--- config.mk ---
export PLATFORM = sky130hd
export DESIGN_NAME = spi_nand_frame
export DESIGN_NICKNAME = d
export VERILOG_FILES = /design/src/rtl/spinf_pkg.sv /design/src/rtl/spinf_tick.sv /design/src/rtl/spinf_shifter.sv /design/src/rtl/spinf_seq.sv /design/src/rtl/spi_nand_frame.sv
export SDC_FILE = /design/constraint.sdc
export NUM_CORES = 1
export LEC_CHECK = 0
export BUFFER_PORTS_ARGS = -buffer_cell sky130_fd_sc_hd__buf_2
export CORE_MARGIN = 4
export CORE_UTILIZATION = 40
export CTS_CLUSTER_SIZE = 24
export DETAILED_ROUTE_END_ITERATION = 7
export SLEW_MARGIN = 15
export SYNTH_ARGS = -nofsm -noshare
export SYNTH_HDL_FRONTEND = slang
export SYNTH_HIERARCHICAL = 1
export SYNTH_SLANG_ARGS = --single-unit
export TNS_END_PERCENT = 10
--- constraint.sdc ---
create_clock -name clk -period 6.2 [get_ports clk]
set_input_delay 0.62 -clock clk [delete_from_list [all_inputs] [get_ports clk]]
set_output_delay 0.62 -clock clk [all_outputs]
set_load 0.01 [all_outputs]
--- src/rtl/spinf_pkg.sv ---
package spinf_pkg;

  typedef enum logic [2:0] {
    PH_IDLE  = 3'd0,
    PH_OPC   = 3'd1,
    PH_ADDR  = 3'd2,
    PH_DUMMY = 3'd3,
    PH_DATA  = 3'd4,
    PH_GAP   = 3'd5
  } phase_e;

  localparam logic [7:0] FILL_BYTE = 8'h00;

endpackage

--- src/rtl/spinf_tick.sv ---
module spinf_tick #(
  parameter int DIV_HALF = 2
) (
  input  logic clk,
  input  logic rst_n,
  input  logic en,
  output logic tick
);

  localparam int CW = (DIV_HALF > 1) ? $clog2(DIV_HALF) : 1;

  logic [CW-1:0] cnt_q, cnt_d;

  assign tick = en && (cnt_q == CW'(DIV_HALF - 1));

  always_comb begin
    if (!en)       cnt_d = '0;
    else if (tick) cnt_d = '0;
    else           cnt_d = cnt_q + 1'b1;
  end

  always_ff @(posedge clk or negedge rst_n) begin
    if (!rst_n) cnt_q <= '0;
    else        cnt_q <= cnt_d;
  end

endmodule

--- src/rtl/spinf_shifter.sv ---
module spinf_shifter (
  input  logic       clk,
  input  logic       rst_n,
  input  logic       tick,
  input  logic       load,
  input  logic [7:0] load_byte,
  input  logic       miso,
  output logic       sclk,
  output logic       mosi,
  output logic [7:0] rx_byte,
  output logic       byte_end
);

  logic       sclk_q, sclk_d;
  logic       busy_q, busy_d;
  logic [2:0] bit_q, bit_d;
  logic [7:0] tx_sr_q, tx_sr_d;
  logic [7:0] rx_sr_q, rx_sr_d;

  // last falling edge of the eighth bit
  assign byte_end = busy_q && tick && sclk_q && (bit_q == 3'd7);
  assign sclk     = sclk_q;
  assign mosi     = tx_sr_q[7];
  assign rx_byte  = rx_sr_q;

  always_comb begin
    sclk_d  = sclk_q;
    busy_d  = busy_q;
    bit_d   = bit_q;
    tx_sr_d = tx_sr_q;
    rx_sr_d = rx_sr_q;
    if (busy_q && tick) begin
      if (!sclk_q) begin
        sclk_d  = 1'b1;
        rx_sr_d = {rx_sr_q[6:0], miso};
      end else begin
        sclk_d = 1'b0;
        if (bit_q == 3'd7) begin
          busy_d = 1'b0;
        end else begin
          tx_sr_d = {tx_sr_q[6:0], 1'b0};
          bit_d   = bit_q + 3'd1;
        end
      end
    end
    if (load) begin
      tx_sr_d = load_byte;
      bit_d   = 3'd0;
      busy_d  = 1'b1;
    end
  end

  always_ff @(posedge clk or negedge rst_n) begin
    if (!rst_n) begin
      sclk_q  <= 1'b0;
      busy_q  <= 1'b0;
      bit_q   <= 3'd0;
      tx_sr_q <= 8'h00;
      rx_sr_q <= 8'h00;
    end else begin
      sclk_q  <= sclk_d;
      busy_q  <= busy_d;
      bit_q   <= bit_d;
      tx_sr_q <= tx_sr_d;
      rx_sr_q <= rx_sr_d;
    end
  end

  // the data line holds while the clock is high
  a_r5_mosi_hold: assert property (@(posedge clk) disable iff (!rst_n)
    (sclk_q && $past(sclk_q)) |-> $stable(tx_sr_q[7]));

endmodule

--- src/rtl/spinf_seq.sv ---
module spinf_seq
  import spinf_pkg::*;
#(
  parameter int MAX_ADDR  = 4,
  parameter int MAX_DUMMY = 3,
  parameter int LEN_W     = 12,
  parameter int DIV_HALF  = 2
) (
  input  logic                            clk,
  input  logic                            rst_n,
  input  logic                            req,
  input  logic [7:0]                      opcode,
  input  logic [8*MAX_ADDR-1:0]           addr_bytes,
  input  logic [$clog2(MAX_ADDR+1)-1:0]   addr_cnt,
  input  logic [$clog2(MAX_DUMMY+1)-1:0]  dummy_cnt,
  input  logic [LEN_W-1:0]                data_len,
  input  logic                            data_rx,
  input  logic [7:0]                      tx_data,
  input  logic                            tick,
  input  logic                            byte_end,
  input  logic [7:0]                      rx_byte,
  output logic                            ack,
  output logic                            tx_take,
  output logic [7:0]                      rx_data,
  output logic                            rx_valid,
  output logic                            done,
  output logic                            cs_n,
  output logic                            en,
  output logic                            load,
  output logic [7:0]                      load_byte
);

  localparam int AW      = $clog2(MAX_ADDR + 1);
  localparam int DW      = $clog2(MAX_DUMMY + 1);
  localparam int GAP_MIN = 2 * DIV_HALF;
  localparam int GW      = $clog2(GAP_MIN + 1);

  phase_e                phase_q, phase_d;
  logic [8*MAX_ADDR-1:0] addr_q, addr_d;
  logic [AW-1:0]         a_left_q, a_left_d, a_idx_q, a_idx_d;
  logic [DW-1:0]         d_left_q, d_left_d;
  logic [LEN_W-1:0]      x_left_q, x_left_d;
  logic                  rx_q, rx_d;
  logic                  gap_q, gap_d;
  logic                  cs_n_q, cs_n_d, en_q, en_d;
  logic                  ack_q, ack_d, done_q, done_d;
  logic                  take_q, take_d, rxv_q, rxv_d;
  logic [7:0]            rxd_q, rxd_d;

  always_comb begin
    phase_d   = phase_q;
    addr_d    = addr_q;
    a_left_d  = a_left_q;
    a_idx_d   = a_idx_q;
    d_left_d  = d_left_q;
    x_left_d  = x_left_q;
    rx_d      = rx_q;
    gap_d     = gap_q;
    cs_n_d    = cs_n_q;
    en_d      = en_q;
    ack_d     = 1'b0;
    done_d    = 1'b0;
    take_d    = 1'b0;
    rxv_d     = 1'b0;
    rxd_d     = rxd_q;
    load      = 1'b0;
    load_byte = FILL_BYTE;
    case (phase_q)
      PH_IDLE: begin
        if (req) begin
          ack_d     = 1'b1;
          load      = 1'b1;
          load_byte = opcode;
          addr_d    = addr_bytes;
          a_left_d  = (addr_cnt > AW'(MAX_ADDR)) ? AW'(MAX_ADDR) : addr_cnt;
          d_left_d  = (dummy_cnt > DW'(MAX_DUMMY)) ? DW'(MAX_DUMMY) : dummy_cnt;
          x_left_d  = data_len;
          rx_d      = data_rx;
          a_idx_d   = '0;
          cs_n_d    = 1'b0;
          en_d      = 1'b1;
          phase_d   = PH_OPC;
        end
      end
      PH_OPC, PH_ADDR, PH_DUMMY, PH_DATA: begin
        if (byte_end) begin
          if ((phase_q == PH_DATA) && rx_q) begin
            rxv_d = 1'b1;
            rxd_d = rx_byte;
          end
          if (a_left_q != '0) begin
            load      = 1'b1;
            load_byte = addr_q[8*int'(a_idx_q) +: 8];
            a_left_d  = a_left_q - 1'b1;
            a_idx_d   = a_idx_q + 1'b1;
            phase_d   = PH_ADDR;
          end else if (d_left_q != '0) begin
            load      = 1'b1;
            load_byte = FILL_BYTE;
            d_left_d  = d_left_q - 1'b1;
            phase_d   = PH_DUMMY;
          end else if (x_left_q != '0) begin
            load      = 1'b1;
            load_byte = rx_q ? FILL_BYTE : tx_data;
            take_d    = !rx_q;
            x_left_d  = x_left_q - 1'b1;
            phase_d   = PH_DATA;
          end else begin
            cs_n_d  = 1'b1;
            done_d  = 1'b1;
            gap_d   = 1'b0;
            phase_d = PH_GAP;
          end
        end
      end
      PH_GAP: begin
        if (tick) begin
          if (gap_q) begin
            phase_d = PH_IDLE;
            en_d    = 1'b0;
          end else begin
            gap_d = 1'b1;
          end
        end
      end
      default: phase_d = PH_IDLE;
    endcase
  end

  always_ff @(posedge clk or negedge rst_n) begin
    if (!rst_n) begin
      phase_q  <= PH_IDLE;
      addr_q   <= '0;
      a_left_q <= '0;
      a_idx_q  <= '0;
      d_left_q <= '0;
      x_left_q <= '0;
      rx_q     <= 1'b0;
      gap_q    <= 1'b0;
      cs_n_q   <= 1'b1;
      en_q     <= 1'b0;
      ack_q    <= 1'b0;
      done_q   <= 1'b0;
      take_q   <= 1'b0;
      rxv_q    <= 1'b0;
      rxd_q    <= 8'h00;
    end else begin
      phase_q  <= phase_d;
      addr_q   <= addr_d;
      a_left_q <= a_left_d;
      a_idx_q  <= a_idx_d;
      d_left_q <= d_left_d;
      x_left_q <= x_left_d;
      rx_q     <= rx_d;
      gap_q    <= gap_d;
      cs_n_q   <= cs_n_d;
      en_q     <= en_d;
      ack_q    <= ack_d;
      done_q   <= done_d;
      take_q   <= take_d;
      rxv_q    <= rxv_d;
      rxd_q    <= rxd_d;
    end
  end

  assign ack      = ack_q;
  assign done     = done_q;
  assign tx_take  = take_q;
  assign rx_valid = rxv_q;
  assign rx_data  = rxd_q;
  assign cs_n     = cs_n_q;
  assign en       = en_q;

  // checker state: cycles of chip select high, saturating
  logic [GW-1:0] gap_mon_q;
  always_ff @(posedge clk or negedge rst_n) begin
    if (!rst_n)                                    gap_mon_q <= GW'(GAP_MIN);
    else if (!cs_n_q)                              gap_mon_q <= '0;
    else if (gap_mon_q < GW'(GAP_MIN))             gap_mon_q <= gap_mon_q + 1'b1;
  end

  // one full SCLK period of deselect before a new frame
  a_r9_gap_min: assert property (@(posedge clk) disable iff (!rst_n)
    $fell(cs_n_q) |-> (gap_mon_q >= GW'(GAP_MIN)));

  // received bytes are separated by a whole byte time
  a_r6_rx_spacing: assert property (@(posedge clk) disable iff (!rst_n)
    rxv_q |=> !rxv_q);

endmodule

--- src/rtl/spi_nand_frame.sv ---
module spi_nand_frame #(
  parameter int MAX_ADDR  = 4,
  parameter int MAX_DUMMY = 3,
  parameter int LEN_W     = 12,
  parameter int DIV_HALF  = 2
) (
  input  logic                            clk,
  input  logic                            rst_n,
  input  logic                            req,
  output logic                            ack,
  input  logic [7:0]                      opcode,
  input  logic [8*MAX_ADDR-1:0]           addr_bytes,
  input  logic [$clog2(MAX_ADDR+1)-1:0]   addr_cnt,
  input  logic [$clog2(MAX_DUMMY+1)-1:0]  dummy_cnt,
  input  logic [LEN_W-1:0]                data_len,
  input  logic                            data_rx,
  input  logic [7:0]                      tx_data,
  output logic                            tx_take,
  output logic [7:0]                      rx_data,
  output logic                            rx_valid,
  output logic                            done,
  output logic                            spi_sclk,
  output logic                            spi_cs_n,
  output logic                            spi_mosi,
  input  logic                            spi_miso
);

  // reset: asserted asynchronously, released on the clock
  logic rst_meta_q, rst_sync_q;
  always_ff @(posedge clk or negedge rst_n) begin
    if (!rst_n) begin
      rst_meta_q <= 1'b0;
      rst_sync_q <= 1'b0;
    end else begin
      rst_meta_q <= 1'b1;
      rst_sync_q <= rst_meta_q;
    end
  end

  logic       tick, en, load, byte_end;
  logic [7:0] load_byte, rx_byte;

  spinf_tick #(.DIV_HALF(DIV_HALF)) u_tick (
    .clk   (clk),
    .rst_n (rst_sync_q),
    .en    (en),
    .tick  (tick)
  );

  spinf_shifter u_shift (
    .clk       (clk),
    .rst_n     (rst_sync_q),
    .tick      (tick),
    .load      (load),
    .load_byte (load_byte),
    .miso      (spi_miso),
    .sclk      (spi_sclk),
    .mosi      (spi_mosi),
    .rx_byte   (rx_byte),
    .byte_end  (byte_end)
  );

  spinf_seq #(
    .MAX_ADDR  (MAX_ADDR),
    .MAX_DUMMY (MAX_DUMMY),
    .LEN_W     (LEN_W),
    .DIV_HALF  (DIV_HALF)
  ) u_seq (
    .clk        (clk),
    .rst_n      (rst_sync_q),
    .req        (req),
    .opcode     (opcode),
    .addr_bytes (addr_bytes),
    .addr_cnt   (addr_cnt),
    .dummy_cnt  (dummy_cnt),
    .data_len   (data_len),
    .data_rx    (data_rx),
    .tx_data    (tx_data),
    .tick       (tick),
    .byte_end   (byte_end),
    .rx_byte    (rx_byte),
    .ack        (ack),
    .tx_take    (tx_take),
    .rx_data    (rx_data),
    .rx_valid   (rx_valid),
    .done       (done),
    .cs_n       (spi_cs_n),
    .en         (en),
    .load       (load),
    .load_byte  (load_byte)
  );

  // serial clock rests low while deselected
  a_r4_sclk_idle: assert property (@(posedge clk) disable iff (!rst_sync_q)
    spi_cs_n |-> !spi_sclk);

  // frame end coincides with deselect, clock low
  a_r8_done_deselect: assert property (@(posedge clk) disable iff (!rst_sync_q)
    done |-> (spi_cs_n && !spi_sclk));

  // acknowledge comes with the select edge
  a_r10_ack_select: assert property (@(posedge clk) disable iff (!rst_sync_q)
    ack |-> !spi_cs_n);

endmodule

# == Yosys cells after proc, flatten, opt, wreduce, memory -nomap -nowiden ==
# Index checks and enable logic that the tools add are counted.
# totals
out_inout_bits,15
elab_cells,166
register_bits,95
# op_classes
bitwise,1
reduce_logical,29
shifts,1
eq_ne,17
addsub,6
order_cmp,2
mux,87
# op_table
operator,count
$mux W8,10
$mux W12,5
$mux W3,17
$mux W1,40
$shiftx A32 B7 Y8,1
$pmux W12 S2,1
$reduce_and A6 Y1,3
$pmux W8 S2,1
$reduce_bool A2 Y1,7
$ne A2 B2 Y1 const B,6
$pmux W3 S2,2
$reduce_and A4 Y1,3
$reduce_bool A12 Y1,1
$sub A12 B1 Y12 const B,1
$mux W2,5
$ne A2 B1 Y1 const B,5
$eq A3 B3 Y1 const B,3
$pmux W3 S3,1
$reduce_and A3 Y1,3
$pmux W1 S2,4
$add A3 B1 Y3 const B,2
$eq A3 B2 Y1 const B,2
$logic_and A1 B1 Y1,5
$reduce_and A5 Y1,1
other kinds (13),14

# == Logic depth before layout (Yosys ltp) ==
# Gate-level depths: netlist of run 1.
# depth
depth_word,8
ltp_mapped,12

# == By module ==
# Netlist of run 1, hierarchy kept.
# modules_own_cells
mod,instances,seq_area_each_um2,cells_each,area_each_um2
spinf_seq,1,1778.0,403,3598.5
spinf_shifter,1,525.5,74,925.9
spi_nand_frame,1,50.0,3,53.8
spinf_tick,1,25.0,3,41.3

# == Least setup slack after synthesis of run 1 ==
# No wires, ideal clock.
# synth_timing
path_type,register -> register
startpoint,reg u_seq.x_left_q[0]
endpoint,reg u_shift.tx_sr_q[0]
arrival_time_ns,2.264
t_required_ns,6.066
period_less_slack_ns,2.398
path_stages_with_launch,10
slack_ns,3.802
path_cell_list,dfrtp_1 > inv_1 > ha_1 > or3b_1 > clkbuf_1 > or4_4 > nor3b_4 > a221o_1 > nand2_1 > o21ai_0
# synth_via
word_cells_on_any_way,16
classes_between,1 x eq/ne; 11 x mux; 4 x reduce/logical
# synth_lines
item,line,rtl
"start, declared",spinf_seq.sv:42,"logic [LEN_W-1:0] x_left_q, x_left_d;"
"start signal, assigned",spinf_seq.sv:153,x_left_q <= x_left_d;
$reduce_bool A12 Y1,spinf_seq.sv:102,end else if (x_left_q != '0) begin
$mux W8,spinf_seq.sv:102,
$mux W8,spinf_seq.sv:97,end else if (d_left_q != '0) begin
$mux W8,spinf_seq.sv:91,if (a_left_q != '0) begin
$mux W8,spinf_seq.sv:86,if (byte_end) begin
$pmux W8 S2,spinf_seq.sv:68,case (phase_q)
named net load_byte[0],spi_nand_frame.sv:41,"logic [7:0] load_byte, rx_byte;"
$mux W8,spinf_shifter.sv:46,if (load) begin
"end signal, assigned",spinf_shifter.sv:64,tx_sr_q <= tx_sr_d;
"end, declared",spinf_shifter.sv:17,"logic [7:0] tx_sr_q, tx_sr_d;"
# The timed path passes the listed nets, and every way through them passes these cells.
# A chain may end at the register's enable or synchronous reset.

# == Final worst setup path of run 1 ==
# layout_timing
startpoint,reg u_seq.phase_q[0]
endpoint,reg u_seq.a_left_q[2]
# layout_via
elab_chain_len,4
word_cells_on_any_way,12
classes_between,7 x eq/ne; 1 x mux; 4 x reduce/logical
# layout_lines
item,line,rtl
"start, declared",spinf_seq.sv:38,"phase_e phase_q, phase_d;"
"start signal, assigned",spinf_seq.sv:148,phase_q <= phase_d;
$eq A3 B1 Y1 (tied with other cells),spinf_seq.sv:68,
$reduce_or A4 Y1,spinf_seq.sv:68,
$ne A2 B1 Y1 (no source line) (tied with other cells),--,
$reduce_and A4 Y1 (no source line),--,
"end signal, assigned",spinf_seq.sv:150,a_left_q <= a_left_d;
"end, declared",spinf_seq.sv:40,"logic [AW-1:0] a_left_q, a_left_d, a_idx_q, a_idx_d;"
# Several ways; a longest one is shown, not always the timed one.

==> key figures, run 1 <==
STA
  – Fin crit share: around half
  – Setup slack after layout: 3.175 ns
  – Layout Skew: 0.007864 ns
  – Worst hold slack: 0.04375 ns
  – Setup_tns: 0 ns
  – # setup viols final: 0
  – RSZ-0062 raised after global routing: no
  – Max-slew headroom: between 20% and 30%
  – Min cycle time layout: between 3 and 4 ns
  – Fmax: 330.6 MHz
  – Worst slew pin tran: between 1 and 1.5 ns
  – Final Hold Viols: 0
  – Max Slew Vio Count: 0

Yosys
  – Synth area leaders: dfrtp_1 (51%), nand2_1 (12%), mux4_2 (3.9%)
  – Total nets after synthesis: 560
  – Post-synthesis sequential area ratio: around half
  – Post-synth top flop: dfrtp_1
  – Number of flops mapped to enable cells by yosys: 0
  – Mapped Area: about 4600 um2
  – Post-synthesis simple-gate area fraction: ~21%
  – Post-Synth XOR/XNOR Area: 0.3792%
  – Mapped Cells: between 400 and 500
  – Syn avg cell area: around 9.6 um2
  – Synthesized-area fraction occupied by adder cells: ~1.9%
  – Largest family of logic cells by synthesized area: simple AND/OR/NAND/NOR gates
  – Top-area cell type share of the netlist area: roughly 50%
  – Netlist cell types: just under 60
  – Yosys Warn Count: 6
  – Compound-Gate Fraction of Synth Area: between 10% and 20%
  – Post-synthesis async set-or-reset flop share: 100.0%
  – Yosys top cell by area: dfrtp_1
  – Post-synthesis mux area share: approximately 9.1%
  – FF+latch count, synth: 95

Hold path
  – Worst min path class: in2async

Pwr
  – Power, Total: ~1300 uW
  – Peak supply drop: 0.0001506 V
  – Pwr dens: 235.3 nW/um2
  – Static Leak: between 0.002 and 0.003 uW

Clocking
  – Post-CTS Setup Inserts: 0
  – Max clock buf depth: 2
  – H-tree levels: 3
  – Clock transition at path regs: about 0.070 ns
  – Root Driver: clkbuf_16
  – Num CTS Buffers: 9
  – CTS tree: yes
  – Clk sinks: 95
  – Worst skew pair latency: around 0.35 ns
  – Post-cts resize count: 0
  – Hold buffers post-CTS: 0

Global route
  – Global-route wire length before repair: ~17000 um
  – Vias in the first global route: between 3000 and 4000
  – Gr usage total: between 10% and 20%
  – GRT overflow: 0
  – Largest net degree at the start of global routing: 61
  – Antenna violations before repair: 0

Die
  – Top Ports: 85
  – Initial Util: around two fifths
  – Die ar.: around 13000 um2
  – Total core area: around 11000 um2
  – Height of the die: approximately 120 um
  – Die span in x: between 100 and 150 um
  – Cell Rows: 38

Placement
  – Pre-CTS setup slack: 2.986 ns
  – GPL Wtd Cong: about 0.84
  – Post-DP HPWL: ~7200 um
  – Port bufs: between 80 and 90
  – Post-Place Cell Area: around 5100 um2

Critical path
  – Cells on worst reg2reg path: 5
  – Arr. time, crit path: about 3.2 ns
  – Setup crit start kind: register
  – CP max FO: between 40 and 50
  – Worst EP required: roughly 6.4 ns
  – Endpoint class of the critical path: register
  – Critical path class: reg2reg

Drt
  – WL/cell: 14.73 um
  – Remaining antenna violation count: 0
  – Drt total wl: approximately 10000 um
  – DRT iter0 DRCs: between 300 and 400
  – Vias post-DR: 3629
  – Avg Vias per Cell: 5.199
  – Number of remaining DRC errors: 0
  – DRT Pass-1 Iters: 4

Run
  – Maxcap violations: 0

Cells and area
  – Design Area, Final: ~5400 um2
  – Fillers: 1072
  – Ant diodes: 0
  – Share of cells above drive strength 1: roughly a quarter
  – Area Overhead vs Synth: 17.09%
  – Final #Nets: 630

Run status
  – Status: finished clean
## sequential cells by signal, indices dropped and copies added, names as in the netlist, 2 cells and up
signal / flops
u_seq/a_left_q: 3
u_seq/phase_q: 3
u_seq/x_left_q: 12
u_seq/rx_data: 8
u_shift/bit_q: 3
u_shift/tx_sr_q: 8
u_seq/a_idx_q: 3
u_seq/d_left_q: 2
u_shift/rx_byte: 8
u_seq/addr_q: 32
## worst max-delay path: stages, from the launching register on
cell	delay, ns
dfrtp_1	0.46
or4b_2	1.10
inv_2	0.71
a31oi_1	0.27
o21ai_0	0.23
o21ai_0	0.10
## synthesized netlist by cell type (all sizes together) (2+ instances only)
| library cell | n |
|---|---|
| nand2 | 154 |
| dfrtp | 94 |
| o21ai | 32 |
| nor2 | 25 |
| clkbuf | 19 |
| a21oi | 17 |
| mux2i | 12 |
| inv | 10 |
| nor2b | 10 |
| a31oi | 9 |
| a221o | 8 |
| buf | 8 |
| mux2 | 8 |
| mux4 | 8 |
| ha | 7 |
| nor3 | 5 |
| or3 | 5 |
| nand3 | 4 |
| o31ai | 4 |
| or4 | 4 |
| a21o | 3 |
| nor3b | 3 |
| or2 | 3 |
| nand4 | 2 |
| o211ai | 2 |
| o21a | 2 |
| o22a | 2 |
| o22ai | 2 |
| xor2 | 2 |
## cells by family (layout without fill, tap and decap cells)
logic type / count (synthesis) / count (layout)
and+or+nand+nor: 224 / 224
DFF: 95 / 95
AOI/OAI and AO/OA: 88 / 88
buffers and inverters: 38 / 113
muxes: 28 / 28
adders and majority gates: 7 / 7
xor gates and xnor gates: 2 / 2
other: 1 / 1
## layer usage
metal | vias to the layer above | routed length (um) | track usage, %
li1 | 1794 | - | -
met1 | 1744 | 4852 | 23.27
met2 | 77 | 4817 | 24.07
met3 | 14 | 422 | 3.499
met4 | 0 | 188 | 7.199
met5 | - | 0 | 0
## through the flow
stage | cells | utilization [%]
after floorplan | 483 | -
after global placement | 682 | 46.22
after detailed placement | 682 | 46.22
after CTS | 698 | 48.79
after global routing | 698 | 48.83
final | 698 | 48.83
## worst paths after layout
| path | from | slack [ns] | to |
|---|---|---|---|
| worst max register to register | u_seq/phase_q[0] | 3.18 | u_seq/a_left_q[2] |
| min in group clk | rst_meta_q | 0.35 | rst_sync_q |
| worst min-delay path | rst_n | 0.04 | rst_meta_q |
| max in group asynchronous | rst_sync_q | 4.81 | u_seq/x_left_q[11] |
| worst max-delay path | u_seq/phase_q[0] | 3.18 | u_seq/a_left_q[2] |
| worst min register to register | rst_sync_q | 0.27 | u_seq/ack |
## power breakdown
part | internal [uW] | total (uW) | switching, uW | leakage (uW)
Combinational | 41.7 | 77.3 | 35.6 | 0.00139
Sequential | 641 | 660 | 19.5 | 0.00121
Clock | 295 | 535 | 240 | 0.000135
Total | 977 | 1270 | 295 | 0.00273
## placed cells by master, fill, tap and decap left out, types with 2 or more instances in the layout
cell        Yosys  final
ha_1            7      7
nand3_1         4      4
o211ai_1        2      2
nand4_1         2      2
o21ai_0        32     31
mux4_2          8      8
nor2b_1        10     10
nand2_1       153    153
xor2_1          2      2
dfrtp_1        94     93
clkbuf_8        0      2
o31ai_1         4      4
or4_1           2      2
o22a_1          2      2
inv_1           9      9
or4_4           2      2
a21o_1          3      3
nor2_1         24     24
or2_2           2      2
or3_1           5      5
buf_2           1     84
mux2_4          8      8
clkbuf_16       0      9
buf_4           1      2
o22ai_1         2      2
a221o_1         8      8
a21oi_1        16     16
nor3b_1         2      2
a31oi_1         9      9
mux2i_1        12     12
clkinvlp_4      0      2
o21a_1          2      2
nor3_1          5      5
## cell type report
class	instances	area (um2)	area share, %
sequential	95	2382	44.04
clock inverter	4	28.78	0.5320
timing repair buffer	86	435.4	8.050
inverter	11	41.29	0.7634
multi-input combinational	350	2090	38.63
tap	140	175.2	3.238
clock buffer	12	256.5	4.742
(Power assumes the default switching activity.)
==> run 2, diff against run 1 <==
==> constraint.sdc (replaced) <==
create_clock -name clk -period 3.15 [get_ports clk]
set_input_delay 0.315 -clock clk [delete_from_list [all_inputs] [get_ports clk]]
set_output_delay 0.315 -clock clk [all_outputs]
set_load 0.01 [all_outputs]
==> run 2 against run 1 <==
Effect of this change: critical endpoint is now u_shift/tx_sr_q[5]; wire length shrank 0.21%; largest power group unchanged; critical path depth grew 3; core utilization grew 0.64 points; non-clock buffer count grew 6; maximum frequency grew 17%; first-iteration DRC count shrank 0.90%; cell count grew 0.86%; clock power grew 100%.
==> key figures, run 2 (same netlist as run 1, synthesis figures left out) <==
STA
  – Worst slew pin tran: between 0.7 and 0.8 ns
  – Final Hold Viols: 0
  – Fmax: between 300 and 400 MHz
  – # setup viols final: 0
  – Setup slack after layout: around 0.57 ns
  – Setup_tns: 0 ns
  – Max Slew Vio Count: 0
  – Min cycle time layout: between 2 and 3 ns
  – Max-slew headroom: between 50 and 60%
  – Fin crit share: 82.02%
  – RSZ-0062 raised after global routing: no
  – Layout Skew: 0.007300 ns

Cells and area
  – Top Registers: u_seq/addr_q x32, u_seq/x_left_q x12
  – Non-filler cells, final: ~700
  – Largest register FFs: 32
  – Most common cell after layout, fill and taps aside: nand2_1
  – Final #Nets: 636
  – Share of cells above drive strength 1: 24.65%
  – Area Overhead vs Synth: 18.63%
  – Design Area, Final: between 5000 and 6000 um2
  – Ant diodes: 0
  – Fillers: ~1000
  – Most frequent cells in the layout: nand2_1 (153), dfrtp_1 (93), buf_2 (84)
  – Post-layout util: approximately half
  – Biggest register: u_seq/addr_q

Global route
  – Antenna violations before repair: 0
  – Global-route wire length before repair: around 17000 um
  – Top Usage Layer GRT: met2
  – Met2 global-route usage: around 24%
  – GRT overflow: 0
  – Vias in the first global route: between 3000 and 4000
  – Met1 usage: a little under a quarter
  – Gr usage total: 16.28%
  – Grt met3 use: between 3 and 4%
  – Largest net degree at the start of global routing: between 60 and 70

Critical path
  – Endpoint class of the critical path: register
  – Cells along the critical path: inv_1 -> ha_1 -> or3b_1 -> or4_4 -> nor3b_4 -> a221o_1 -> nand2_1 -> o21ai_0
  – CP Capture Point: u_shift/tx_sr_q[5]
  – Critical path class: reg2reg
  – Cells on worst reg2reg path: 8
  – CP max FO: 9
  – Setup crit start kind: register
  – CP max-delay cell: or4_4
  – CP startpoint: u_seq/x_left_q[1]
  – Worst EP required: ~3.3 ns
  – Arr. time, crit path: between 2 and 3 ns
  – Worst r2r dst: u_shift/tx_sr_q[5]
  – Highest cell delay on the worst timing path: between 0.5 and 0.6 ns
  – R2R setup slack: approximately 0.57 ns
  – FF-to-FF Start: u_seq/x_left_q[1]

Drt
  – DRT iter0 DRCs: about 330
  – WL/cell: 14.57 um
  – DRT Pass-1 Iters: 4
  – Number of remaining DRC errors: 0
  – Remaining antenna violation count: 0
  – Vias post-DR: between 3000 and 4000
  – Drt total wl: 10260 um
  – Avg Vias per Cell: approximately 5

Hold path
  – Worst min path class: in2reg

Clocking
  – Clk sinks: 95
  – Clock transition at path regs: 0.07 ns
  – Num CTS Buffers: 9
  – Post-CTS Setup Inserts: 0
  – Root Driver: clkbuf_16
  – Worst skew pair latency: between 0.3 and 0.4 ns
  – Max clock buf depth: 2
  – CTS tree: yes
  – H-tree levels: 3

Run
  – Maxcap violations: 0

Die
  – Initial Util: between 40% and 50%
  – Cell Rows: 38
  – Height of the die: 115.5 um
  – Top Ports: 85
  – Total core area: roughly 11000 um2
  – Die ar.: around 13000 um2
  – Die span in x: about 120 um

Pwr
  – Static Leak: 0.002783 uW
  – Pwr dens: between 400 and 500 nW/um2
  – Peak supply drop: around 0.00033 V

Placement
  – GPL Wtd Cong: 0.8488
  – Post-Place Cells: between 600 and 700
  – Post-DP HPWL: slightly above 7000 um
  – Pre-CTS setup slack: roughly 0.54 ns
  – Port bufs: 84
  – Post-Place Cell Area: just over 5000 um2

Run status
  – Status: finished clean
-- run 2: per-stage QoR --
stage	power [uW]	hold slack, ns
3_3_place_gp	1476	0.1001
5_1_grt	2669	0.1566
4_1_cts	2592	0.1476
2_1_floorplan	1398	0.01941
6_report	2544	0.1619
3_5_place_dp	1481	0.1013
-- run 2: final cells by class --
cell class / count / area (um2) / area share, %
Sequential cell: 95 / 2382 / 43.47
Multi-Input combinational cell: 350 / 2090 / 38.13
Timing Repair Buffer: 92 / 495.5 / 9.041
Clock buffer: 9 / 225.2 / 4.110
Tap cell: 140 / 175.2 / 3.196
Clock inverter: 7 / 71.32 / 1.301
Inverter: 11 / 41.29 / 0.7534
-- run 2: per-layer routing --
layer  up-vias  routed length, um
met3        11                464
met2        81               4691
met5         -                  0
met1      1712               4936
li1       1804                  -
met4         0                165
-- run 2: power by group --
group | switching, uW | internal [uW]
combinational | 71.1 | 84.8
sequential | 38.4 | 1260
clock | 471 | 618
-- run 2: worst max-delay path: cells and delay by family (launching register included) --
kind                     cells  cell delay (ns)
AND/OR/NAND/NOR              4             1.32
flip-flops                   1             0.39
buffers and inverters        1             0.10
AO/OA/AOI/OAI                2             0.44
adder cells (fa/ha/maj)      1             0.18
-- run 2: how the worst min path moves through the flow --
stage                        start                to  depth (start not counted)
detailed placement           rst_n        rst_meta_q                          1
global placement             rst_n        rst_meta_q                          1
CTS                 addr_bytes[10]  u_seq/addr_q[10]                          3
finish              addr_bytes[10]  u_seq/addr_q[10]                          3
global route        addr_bytes[10]  u_seq/addr_q[10]                          3
floorplan                    rst_n        rst_meta_q                          0
-- run 2: timing repair --
item	CTS	global route
gates resized for setup	0	0
setup endpoints to repair	0	0
hold buffers	1	0
endpoints found under the hold margin	2	0
==> run 3, diff against run 2 <==
--- a/config.mk
+++ b/config.mk
@@ -5,6 +5,7 @@
 export SDC_FILE = /design/constraint.sdc
 export NUM_CORES = 1
 export LEC_CHECK = 0
+export ABC_AREA = 1
 export BUFFER_PORTS_ARGS = -buffer_cell sky130_fd_sc_hd__buf_2
 export CORE_MARGIN = 4
 export CORE_UTILIZATION = 40
==> constraint.sdc (replaced) <==
create_clock -name clk -period 2.7 [get_ports clk]
set_input_delay 0.27 -clock clk [delete_from_list [all_inputs] [get_ports clk]]
set_output_delay 0.27 -clock clk [all_outputs]
set_load 0.01 [all_outputs]
==> run 3 against run 2 <==
Effect of this change: sequential share of layout area decreased by 3.3 points; wire length is 15% higher; area after synthesis grew 9.1%; hold slack worse by 0.037 ns; cell count rose by 33%; synthesized cell count grew 42%; setup slack worse by 0.18 ns; via count grew 24%; sequential power is 78% higher; clock power grew 21%; critical endpoint is now u_shift/tx_sr_q[1].
==> key figures, run 3 <==
Die
  – Cell Rows: 40
  – Total core area: ~12000 um2
  – Die ar.: between 10000 and 15000 um2
  – Initial Util: between 40% and 50%
  – Height of the die: between 100 and 150 um
  – Top Ports: 85
  – Die span in x: roughly 120 um

STA
  – # setup viols final: 0
  – RSZ-0062 raised after global routing: no
  – Min cycle time layout: between 2 and 2.5 ns
  – Max Slew Vio Count: 0
  – Final Hold Viols: 0
  – Fin crit share: between 80% and 90%
  – Fmax: about 430 MHz
  – Worst slew pin tran: approximately 0.6 ns
  – Max-slew headroom: between 50% and 60%
  – Setup_tns: 0 ns
  – Layout Skew: 0.003112 ns

Drt
  – Vias post-DR: ~4500
  – DRT Pass-1 Iters: 5
  – DRT iter0 DRCs: ~280
  – Remaining antenna violation count: 0
  – Drt total wl: about 12000 um
  – Number of remaining DRC errors: 0
  – Avg Vias per Cell: 4.770
  – WL/cell: 12.62 um

Run status
  – Status: finished clean

Critical path
  – Endpoint class of the critical path: register
  – CP max FO: 13
  – Delay-heaviest family, CP: simple AND/OR/NAND/NOR gates
  – R2R setup slack: just under 0.4 ns
  – Critical path class: reg2reg
  – Worst EP required: between 2 and 3 ns
  – FF-to-FF Start: u_seq/x_left_q[0]
  – Highest cell delay on the worst timing path: between 0.3 and 0.4 ns
  – CP max-delay cell: dfrtp_1
  – Cells along the critical path: inv_1 -> ha_1 -> nand3_1 -> nor2_2 -> nand3_1 -> nand3_1 -> nand2_1 -> inv_2 -> nand2_2 -> nand3_2 -> nand2_1 -> nand2_1
  – Worst path bufs/invs: 2
  – Setup crit start kind: register
  – Arr. time, crit path: roughly 2.6 ns
  – CP startpoint: u_seq/x_left_q[0]

Yosys
  – Mapped Area: roughly 5000 um2
  – Post-synth top flop: dfrtp_1
  – Post-synthesis sequential area ratio: 47.21%
  – FF+latch count, synth: 95
  – Synth area leaders: dfrtp_1 (47%), nand2_1 (26%), nand3_1 (4.5%)
  – Netlist cell types: 29
  – Yosys Warn Count: 6
  – Number of flops mapped to enable cells by yosys: 0
  – Count leader, synth: nand2_1
  – Post-synthesis async set-or-reset flop share: 100.0%
  – Top-area cell type share of the netlist area: around 47%
  – Mapped Cells: roughly 680
  – Post-synth top cells: nand2_1 (344), dfrtp_1 (94), nand3_1 (45), inv_1 (42), nor2_1 (26)
  – Total nets after synthesis: between 700 and 800
  – Syn avg cell area: 7.366 um2
  – Yosys top cell by area: dfrtp_1

Clocking
  – Max clock buf depth: 2
  – CTS tree: yes
  – Root Driver: clkbuf_16
  – Post-cts resize count: 0
  – Worst skew pair latency: about 0.34 ns
  – Clk sinks: 95
  – Clock transition at path regs: ~0.070 ns
  – Hold buffers post-CTS: 1
  – Post-CTS Setup Inserts: 0
  – H-tree levels: 3
  – Num CTS Buffers: 9

Cells and area
  – Post-layout util: 48.76%
  – Most common cell after layout, fill and taps aside: nand2_1
  – Final #Nets: between 800 and 900
  – Reg area: between 2000 and 2500 um2
  – Largest register FFs: 32
  – Most frequent cells in the layout: nand2_1 (344), dfrtp_1 (93), buf_2 (84)
  – Biggest register: u_seq/addr_q
  – Top Registers: u_seq/addr_q x32, u_seq/x_left_q x12
  – Ant diodes: 0
  – Design Area, Final: ~5900 um2
  – Fillers: approximately 1200
  – Area Overhead vs Synth: 17.68%
  – Area of the multi-input gates: 2333 um2
  – Share of cells above drive strength 1: between 10% and 20%
  – Non-filler cells, final: 938

Placement
  – Post-Place Cell Area: 5610 um2
  – Post-Place Cells: between 900 and 1000
  – Post-DP HPWL: 8591 um
  – Port bufs: 84
  – GPL Wtd Cong: 0.8982

Global route
  – Antenna violations before repair: 0
  – GRT overflow: 0
  – Largest net degree at the start of global routing: 54
  – Global-route wire length before repair: 20310 um
  – Vias in the first global route: about 4500
  – Gr usage total: about 17%

Hold path
  – Worst min path class: in2reg
  – Worst Hold Launch: addr_bytes[17]

Pwr
  – Peak supply drop: 0.0004347 V
  – Pwr dens: 1076 nW/um2
  – Static Leak: 0.003324 uW

Run
  – Maxcap violations: 0
run 3: area by class of cell:
| type | count | share of cell area (%) |
|---|---|---|
| sequential | 95 | 40.18 |
| multi-input combinational | 516 | 39.35 |
| timing repair buffer | 94 | 8.609 |
| clock buffer | 12 | 4.326 |
| tap | 168 | 3.545 |
| inverter | 49 | 3.102 |
| clock inverter | 4 | 0.8863 |
run 3: cells by family (layout without fill, tap and decap cells):
| logic type | count (synthesis) | count (layout) | synth area share (%) |
|---|---|---|---|
| AND/OR/NAND/NOR | 459 | 459 | 38.39 |
| flip-flops | 95 | 95 | 47.21 |
| buffers and inverters | 73 | 159 | 6.481 |
| AO/OA/AOI/OAI | 39 | 39 | 3.973 |
| multiplexers | 8 | 8 | 1.788 |
| adder cells (fa/ha/maj) | 7 | 7 | 1.738 |
| XOR/XNOR | 2 | 2 | 0.3477 |
| other | 1 | 1 | 0.07443 |
run 3: per-stage QoR:
step	setup slack, ns	hold WS [ns]	total power, uW
after floorplan	0.7512	-0.02559	4477
after global routing	0.1311	0.1263	6997
final	0.3862	0.1250	6380
after detailed placement	0.3945	0.05940	5105
after global placement	0.4592	0.05625	5008
after CTS	0.3784	0.1125	6459
run 3: routing by layer:
layer / vias to the layer above / part of all wire, % / global-route usage, %
li1: 2310 / - / -
met4: 0 / 1.9 / 6.374
met1: 2039 / 46 / 22.06
met5: - / 0 / 0
met3: 18 / 5.7 / 3.648
met2: 107 / 47 / 28.66
run 3: power by group:
| group | switching (uW) | internal [uW] |
|---|---|---|
| Combinational | 1830 | 913 |
| Clock | 543 | 773 |
| Sequential | 361 | 1960 |
| Total | 2730 | 3650 |
run 3: final timing paths:
kind                                           end  depth (start not counted)
worst max-delay path            u_shift/tx_sr_q[1]                         12
worst max register to register  u_shift/tx_sr_q[1]                         12
worst min register to register           u_seq/ack                          0
worst min-delay path              u_seq/addr_q[17]                          3
min in group asynchronous               rst_sync_q                          2
max in group asynchronous        u_seq/x_left_q[7]                          1
run 3: tightest hold or removal path, cell delays in order:
cell and delay (ns):
buf_2 0.07, nand2_1 0.04, nand2_1 0.05
